## config.mk

```make
export PLATFORM = sky130hd
export DESIGN_NAME = fib_seq_gen
export DESIGN_NICKNAME = d
export VERILOG_FILES = /design/src/rtl/fib_pkg.sv /design/src/rtl/fib_term_reg.sv /design/src/rtl/fib_next_mux.sv /design/src/rtl/fib_seq_gen.sv
export SDC_FILE = /design/constraint.sdc
export NUM_CORES = 1
export LEC_CHECK = 0
export BUFFER_PORTS_ARGS = -buffer_cell sky130_fd_sc_hd__buf_4
export CAP_MARGIN = 15
export CORE_MARGIN = 3
export CORE_UTILIZATION = 40
export DETAILED_ROUTE_END_ITERATION = 10
export PLACE_DENSITY_LB_ADDON = 0.05
export RECOVER_POWER = 100
export SYNTH_ARGS = -nofsm -noshare
export SYNTH_HDL_FRONTEND = slang
export SYNTH_HIERARCHICAL = 1
export SYNTH_SLANG_ARGS = --single-unit
```

## constraint.sdc

```tcl
create_clock -name clk -period 2.6 [get_ports clk]
set_input_delay 0.39 -clock clk [delete_from_list [all_inputs] [get_ports clk]]
set_output_delay 0.39 -clock clk [all_outputs]
set_load 0.03 [all_outputs]
```

## src/rtl/fib_pkg.sv

```systemverilog
package fib_pkg;

    localparam int unsigned FIB_W      = 16;
    localparam int unsigned FIB_NREG   = 3;
    localparam int unsigned IDX_OLDER  = 0;
    localparam int unsigned IDX_NEWER  = 1;
    localparam int unsigned IDX_TOTAL  = 2;

    typedef logic [FIB_W-1:0] term_t;

    typedef enum logic {
        MODE_SEED = 1'b0,
        MODE_RUN  = 1'b1
    } fib_mode_e;

    typedef struct packed {
        term_t older;
        term_t newer;
        term_t total;
    } fib_state_t;

    function automatic term_t wrap_add(input term_t a, input term_t b);
        return a + b;
    endfunction

    function automatic fib_state_t seed_state();
        fib_state_t s;
        s.older = term_t'(0);
        s.newer = term_t'(1);
        s.total = wrap_add(s.older, s.newer);
        return s;
    endfunction

endpackage

```

## src/rtl/fib_term_reg.sv

```systemverilog
module fib_term_reg
    import fib_pkg::*;
(
    input  logic  clk,
    input  logic  rst,
    input  logic  load,
    input  term_t d,
    output term_t q
);

    always_ff @(posedge clk) begin
        if (rst) begin
            q <= '0;
        end else if (load) begin
            q <= d;
        end
    end

endmodule

```

## src/rtl/fib_next_mux.sv

```systemverilog
module fib_next_mux
    import fib_pkg::*;
(
    input  fib_mode_e  mode,
    input  fib_state_t cur,
    output fib_state_t nxt
);

    fib_state_t seed;
    term_t      pre_older;
    term_t      pre_newer;

    always_comb begin
        seed = seed_state();
        if (mode == MODE_RUN) begin
            pre_older = cur.newer;
            pre_newer = cur.total;
        end else begin
            pre_older = seed.older;
            pre_newer = seed.newer;
        end
        nxt.older = pre_older;
        nxt.newer = pre_newer;
        nxt.total = wrap_add(pre_older, pre_newer);
    end

endmodule

```

## src/rtl/fib_seq_gen.sv

```systemverilog
module fib_seq_gen
    import fib_pkg::*;
(
    input  logic              clk,
    input  logic              rst,
    input  logic              run_mode,
    input  logic              ld_older,
    input  logic              ld_newer,
    input  logic              ld_total,
    output logic [FIB_W-1:0]  sum_out
);

    fib_mode_e  mode;
    fib_state_t cur_state;
    fib_state_t nxt_state;
    term_t      reg_d  [FIB_NREG];
    term_t      reg_q  [FIB_NREG];
    logic       reg_ld [FIB_NREG];
    term_t      older_q;
    term_t      newer_q;

    assign mode = run_mode ? MODE_RUN : MODE_SEED;

    assign reg_ld[IDX_OLDER] = ld_older;
    assign reg_ld[IDX_NEWER] = ld_newer;
    assign reg_ld[IDX_TOTAL] = ld_total;

    assign reg_d[IDX_OLDER] = nxt_state.older;
    assign reg_d[IDX_NEWER] = nxt_state.newer;
    assign reg_d[IDX_TOTAL] = nxt_state.total;

    always_comb begin
        cur_state.older = reg_q[IDX_OLDER];
        cur_state.newer = reg_q[IDX_NEWER];
        cur_state.total = reg_q[IDX_TOTAL];
    end

    fib_next_mux u_next (
        .mode (mode),
        .cur  (cur_state),
        .nxt  (nxt_state)
    );

    for (genvar i = 0; i < FIB_NREG; i++) begin : g_term
        fib_term_reg u_reg (
            .clk  (clk),
            .rst  (rst),
            .load (reg_ld[i]),
            .d    (reg_d[i]),
            .q    (reg_q[i])
        );
    end

    assign older_q = reg_q[IDX_OLDER];
    assign newer_q = reg_q[IDX_NEWER];
    assign sum_out = reg_q[IDX_TOTAL];

endmodule

```

==> results of run 1 <==
how the worst max path moves through the flow:
stage / start / end / slack [ps] / cells past startpoint
final: g_term[2].u_reg/q[0] / g_term[2].u_reg/q[12] / 180 / 10
after global routing: g_term[2].u_reg/q[0] / g_term[2].u_reg/q[12] / 10 / 10
after CTS: g_term[2].u_reg/q[0] / g_term[2].u_reg/q[14] / 80 / 10
after detailed placement: run_mode / g_term[2].u_reg/q[14] / -60 / 11
after global placement: run_mode / g_term[2].u_reg/q[14] / -70 / 11
after floorplan: run_mode / g_term[2].u_reg/q[14] / 120 / 11
routing by layer:
layer	vias up	GRT usage (%)	wire (um)
li1	862	-	-
met1	741	20.5	2190
met2	21	23.8	1790
met3	5	3.78	130
met4	0	4.72	58
met5	-	0	0
final cells by class:
class / instances / area (sq um)
multi-input combinational: 185 / 1360
timing repair buffer: 37 / 214
tap: 67 / 83.8
inverter: 1 / 3.75
sequential: 32 / 641
fill: 522 / 2490
clock buffer: 8 / 90.1
worst register-to-register path, stage by stage (launching register included):
cell and delay (ps):
sky130_fd_sc_hd__dfxtp_1 320, sky130_fd_sc_hd__nand2b_1 160, sky130_fd_sc_hd__ha_1 240, sky130_fd_sc_hd__fa_2 360
sky130_fd_sc_hd__a21o_1 230, sky130_fd_sc_hd__a221oi_4 360, sky130_fd_sc_hd__o21bai_2 120, sky130_fd_sc_hd__o31ai_2 240
sky130_fd_sc_hd__xnor2_1 90, sky130_fd_sc_hd__mux2i_1 130, sky130_fd_sc_hd__nor2_1 50
through the flow:
step | setup TNS (ps) | power, mW
finish | 0 | 0.951
detailed placement | -88.9 | 0.569
global placement | -73.0 | 0.569
floorplan | 0 | 0.557
CTS | 0 | 0.974
global route | 0 | 1.00
repair_timing:
| item | 4_1_cts | 5_1_grt |
|---|---|---|
| resized for setup | 0 | 1 |
| setup endpoints to repair | 0 | 2 |
| setup buffers | 0 | 0 |
| hold buffers | 0 | 0 |
| endpoints found under the hold margin | 0 | 0 |
power groups by stage:
stage | Combinational, mW | Sequential, mW | Clock [mW]
after global placement | 0.0630 | 0.506 | 0
final | 0.0589 | 0.495 | 0.398
after global routing | 0.0651 | 0.495 | 0.443
after CTS | 0.0626 | 0.495 | 0.417
after floorplan | 0.0473 | 0.509 | 0
after detailed placement | 0.0629 | 0.506 | 0
==> flow_metrics.env, run 1 <==
export IMPL_final_max_slew_viols=0
export IMPL_clock_path_buffers=2
export IMPL_timing_hold_ws_ps=491
export IMPL_seq_power_share_pct=52.0
export IMPL_cpMaxStageDelayCell="sky130_fd_sc_hd__fa_2"
export IMPL_crit_family="compound AO/OA/AOI/OAI gates"
export IMPL_clock_sinks=32
export IMPL_floorplan_core_area_sq_um=4880
export IMPL_critical_path_peak_fanout=4
export IMPL_power_density_nw_per_um2=398
export IMPL_root_buffer="sky130_fd_sc_hd__clkbuf_8"
export IMPL_status="finished clean"
export IMPL_largest_register_ffs=32
export IMPL_max_cap_violations=0
export IMPL_worstSkewPairLatency_ps=280
export IMPL_power_share_combinational_pct=6.2
export IMPL_final_cell_mix="sky130_fd_sc_hd__mux2i_1, sky130_fd_sc_hd__nor2_1, sky130_fd_sc_hd__dfxtp_1"
export IMPL_largest_net_degree_at_the_start_of_global_routing=33
export IMPL_fin_worst_skew_ps=4.35
export IMPL_io_pins=22
export IMPL_place_ws_ps=-61.2
export IMPL_final_net_count=284
export IMPL_timing_fmax_mhz=413
export IMPL_viasPerCell=4.94
export IMPL_post_route_cells_drive_above_1_share_pct=12.9
export IMPL_rsz_0062_raised_after_global_routing="no"
export IMPL_power_ir_vdd_worst_mv=0.234
export IMPL_min_to="g_term[1].u_reg/q[6]"
export IMPL_internal_power_uw=731
export IMPL_path_class="reg2reg"
export IMPL_share_of_power_burned_in_the_clock_network_pct=41.8
export IMPL_netSwitchingFraction_pct=23.1
export IMPL_leakage_nw=1.14
export IMPL_regToRegStartpoint="g_term[2].u_reg/q[0]"
export IMPL_final_period_utilization_pct=93.2
export IMPL_critPathCaptureType="register"
export IMPL_initial_core_util_pct=42.8
export IMPL_final_cell_count_no_fill=330
export IMPL_timing_hold_worst_class="reg2reg"
export IMPL_gp_routability_congestion=0.746
export IMPL_syn_area_sq_um=2090
export IMPL_row_count=25
export IMPL_post_route_cell_area_sq_um=2390
export IMPL_reg_top3="g_term.u_reg/q (32)"
export IMPL_final_util_pct=48.9
export IMPL_timing_hold_worst_start="g_term[1].u_reg/q[6]"
export IMPL_synthesis_instances=229
export IMPL_largest_register_by_flop_count="g_term.u_reg/q"
export IMPL_wire_per_inst_um=12.6
export IMPL_drcViolationCount=0
export IMPL_cp_start_kind="register"
export IMPL_period_needed_ps=2420
export IMPL_path_cells="nand2b_1 > ha_1 > fa_2 > a21o_1 > a221oi_4 > o21bai_2 > o31ai_2 > xnor2_1 > mux2i_1 > nor2_1"
export IMPL_dp_hpwl_um=3050
export IMPL_timing_critical_path_slowest_cell_delay_ps=360
export IMPL_firstDrtPassIters=4
export IMPL_setup_slack_on_the_worst_flop_to_flop_path_ps=180
export IMPL_final_setup_worst_slack_ps=178
export IMPL_syn_nets=251
export IMPL_grtUsageTotal_pct=15.2
export IMPL_sum_of_buffers_and_inverters_on_the_critical_path=0
export IMPL_grt_pass1_wl_um=7410
export IMPL_clock_tree_htree_level_count=2
export IMPL_reg2regPathDepth=10
export IMPL_dp_cells=322
export IMPL_timing_hold_violations_final=0
export IMPL_netSwitchingPower_uw=220
export IMPL_grt_pass1_vias=1607
export IMPL_routed_wl_um=4170
export IMPL_critical_register_to_register_path_endpoint="g_term[2].u_reg/q[12]"
export IMPL_clk_pin_slew_ps=70
export IMPL_fp_dieW_um=78.3
export IMPL_areaGrowthSynthToFinish_pct=14.3
export IMPL_cts_buffers_inserted=5
export IMPL_slew_headroom_pct=71.5
export IMPL_grt_ovfl_total=0
export IMPL_required_ps=2760
export IMPL_cp_arrival_ps=2580
export IMPL_tightestPinTransition_ps=416
export IMPL_tritoncts_clock_tree="built"
export IMPL_drt_first_iter_violations=41
export IMPL_number_of_routed_nets_with_antenna_violations=0
export IMPL_via_count=1629
export IMPL_synth_warnings=6
export IMPL_finalSetupViolCount=0
export IMPL_grt_antenna_before_repair=0
export IMPL_synthesis_area_per_instance_sq_um=9.12
export IMPL_die_height_um=78.3
export IMPL_fp_dieArea_sq_um=6130
export IMPL_area_of_placed_instances_sq_um=2360
export IMPL_worst_hold_path_stage_count=2
export IMPL_io_buffers=20
export IMPL_n_antenna_cell=0
Power figures use the tool's default switching activity.
==> run 2, diff against run 1 <==
Settings changed: CORE_MARGIN 3 to unset.
==> run 2 against run 1 <==
Maximum frequency increased by 0.85%. Die area down 10%. Clock skew increased by 4.1 ps. Cell count fell by 0.61%. Worst hold slack got worse by 1.5 ps. Flip-flop and latch count stayed put. Combinational power is 1% higher. Worst setup slack better by 20 ps. Non-clock buffer count decreased by 1. Sequential share of layout area barely moved. Via count is 0.25% higher. Critical path type unchanged. Largest cell class unchanged. Highest routed layer unchanged.
==> flow_metrics.env, run 2 (synthesis results as in run 1) <==
export IMPL_post_cts_resized=0
export IMPL_io_pins=22
export IMPL_fin_worst_skew_ps=8.47
export IMPL_place_ws_ps=-39.7
export IMPL_final_max_slew_viols=0
export IMPL_floorplan_core_area_sq_um=4880
export IMPL_tritoncts_clock_tree="built"
export IMPL_routed_wl_um=4120
export IMPL_path_class="reg2reg"
export IMPL_max_cap_violations=0
export IMPL_final_period_utilization_pct=92.4
export IMPL_timing_hold_violations_final=0
export IMPL_sum_of_buffers_and_inverters_on_the_critical_path=0
export IMPL_internal_power_uw=751
export IMPL_grt_pass1_wl_um=7050
export IMPL_power_ir_vdd_worst_mv=0.282
export IMPL_tightestPinTransition_ps=440
export IMPL_via_count=1633
export IMPL_seq_power_share_pct=51.2
export IMPL_cts_buffers_inserted=5
export IMPL_final_cell_mix="sky130_fd_sc_hd__mux2i_1, sky130_fd_sc_hd__nor2_1, sky130_fd_sc_hd__dfxtp_1"
export IMPL_required_ps=2760
export IMPL_netSwitchingPower_uw=216
export IMPL_power_density_nw_per_um2=405
export IMPL_cp_arrival_ps=2560
export IMPL_post_route_cells_drive_above_1_share_pct=13.0
export IMPL_n_antenna_cell=0
export IMPL_path_cells="nand2b_1 > ha_2 > fa_1 > a21o_1 > a221oi_4 > o21bai_1 > o31ai_2 > xnor2_1 > mux2i_1 > nor2_1"
export IMPL_crit_family="compound AO/OA/AOI/OAI gates"
export IMPL_final_setup_worst_slack_ps=198
export IMPL_slew_headroom_pct=70.7
export IMPL_grt_pass1_vias=1505
export IMPL_count_of_buffers_added_by_post_cts_timing_repair_for_setup=0
export IMPL_firstDrtPassIters=4
export IMPL_io_buffers=20
export IMPL_filler_cell_count=531
export IMPL_critPathCaptureType="register"
export IMPL_leakage_nw=1.13
export IMPL_number_of_routed_nets_with_antenna_violations=0
export IMPL_largest_register_by_flop_count="g_term.u_reg/q"
export IMPL_critical_path_peak_fanout=3
export IMPL_finalSetupViolCount=0
export IMPL_cp_start_kind="register"
export IMPL_netSwitchingFraction_pct=22.3
export IMPL_rsz_0062_raised_after_global_routing="no"
export IMPL_cpMaxStageDelayCell="sky130_fd_sc_hd__fa_1"
export IMPL_dp_hpwl_um=2990
export IMPL_grt_antenna_before_repair=0
export IMPL_worstSkewPairLatency_ps=290
export IMPL_fp_dieArea_sq_um=5520
export IMPL_reg_top3="g_term.u_reg/q (32)"
export IMPL_row_count=25
export IMPL_largest_register_ffs=32
export IMPL_largest_net_degree_at_the_start_of_global_routing=33
export IMPL_cts_hold_fix_buffers=0
export IMPL_clock_path_buffers=2
export IMPL_status="finished clean"
export IMPL_areaGrowthSynthToFinish_pct=14.3
export IMPL_grtUsageTotal_pct=17.0
export IMPL_gp_routability_congestion=0.727
export IMPL_multi_input_gate_area_in_the_final_layout_sq_um=1360
export IMPL_wire_per_inst_um=12.6
export IMPL_power_share_combinational_pct=6.2
export IMPL_grt_ovfl_total=0
export IMPL_initial_core_util_pct=42.8
export IMPL_clock_sinks=32
export IMPL_share_of_power_burned_in_the_clock_network_pct=42.6
export IMPL_design_power_total_uw=967
export IMPL_setup_tns_ps=0
export IMPL_viasPerCell=4.98
export IMPL_root_buffer="sky130_fd_sc_hd__clkbuf_8"
export IMPL_timing_fmax_mhz=416
export IMPL_drcViolationCount=0
export IMPL_drt_first_iter_violations=50
export IMPL_clk_pin_slew_ps=70
export IMPL_fp_dieW_um=74.3
export IMPL_period_needed_ps=2400
export IMPL_timing_hold_worst_class="in2reg"
export IMPL_timing_critical_path_slowest_cell_delay_ps=380
export IMPL_regArea_sq_um=641
export IMPL_clock_tree_htree_level_count=2
export IMPL_final_net_count=283
export IMPL_die_height_um=74.3
-- run 2: changes by cell type in the layout (fill, tap and decap cells not counted) --
| cell | previous run | this run |
|---|---|---|
| sky130_fd_sc_hd__and2_0 | 12 | 13 |
| sky130_fd_sc_hd__o21bai_1 | 1 | 2 |
| sky130_fd_sc_hd__fa_2 | 1 | 0 |
| sky130_fd_sc_hd__ha_2 | 0 | 1 |
| sky130_fd_sc_hd__fa_1 | 0 | 1 |
| sky130_fd_sc_hd__clkbuf_8 | 6 | 7 |
| sky130_fd_sc_hd__clkbuf_1 | 19 | 17 |
| sky130_fd_sc_hd__buf_4 | 19 | 15 |
| sky130_fd_sc_hd__clkbuf_4 | 1 | 4 |
| sky130_fd_sc_hd__o21bai_2 | 1 | 0 |
| sky130_fd_sc_hd__and2_1 | 19 | 18 |
| sky130_fd_sc_hd__a21oi_1 | 13 | 12 |
| sky130_fd_sc_hd__ha_1 | 15 | 14 |
| sky130_fd_sc_hd__a21oi_2 | 0 | 1 |
-- run 2: cell type report --
type / count / area share (%)
multi-input cells: 185 / 56.8
flip-flops and latches: 32 / 26.8
repair buffers: 36 / 8.65
clock buffers: 7 / 4.04
well taps: 67 / 3.51
inverters: 1 / 0.157
-- run 2: through the flow --
stage                     hold slack (ps)  area [sq um]  instances  utilization [%]
after floorplan                       452          2090        229                -
after global placement                466          2350        321             48.2
after detailed placement              475          2350        321             48.2
after CTS                             485          2450        328             50.2
after global routing                  500          2390        328             48.9
final                                 489          2390        328             48.9
-- run 2: power by group through the flow --
| stage | registers, mW | clock network (mW) | logic (mW) |
|---|---|---|---|
| after floorplan | 0.509 | 0 | 0.0473 |
| after global placement | 0.506 | 0 | 0.0620 |
| after detailed placement | 0.506 | 0 | 0.0624 |
| after CTS | 0.495 | 0.434 | 0.0623 |
| after global routing | 0.495 | 0.455 | 0.0654 |
| final | 0.495 | 0.412 | 0.0597 |
-- run 2: layer usage --
metal | up-vias | GRT usage (%) | routed length [um]
met5 | - | 0 | 0
met1 | 751 | 23.0 | 2120
met2 | 20 | 26.6 | 1820
met3 | 5 | 4.07 | 120
met4 | 0 | 5.66 | 55
li1 | 857 | - | -
-- run 2: path summary, 6_finish.rpt --
check,startpoint,to,slack (ps),depth (start not counted)
worst max-delay path,g_term[2].u_reg/q[0],g_term[2].u_reg/q[12],200,10
worst min register to register,g_term[1].u_reg/q[1],g_term[1].u_reg/q[1],490,2
worst max register to register,g_term[2].u_reg/q[0],g_term[2].u_reg/q[12],200,10
worst min-delay path,rst,g_term[2].u_reg/q[3],490,2
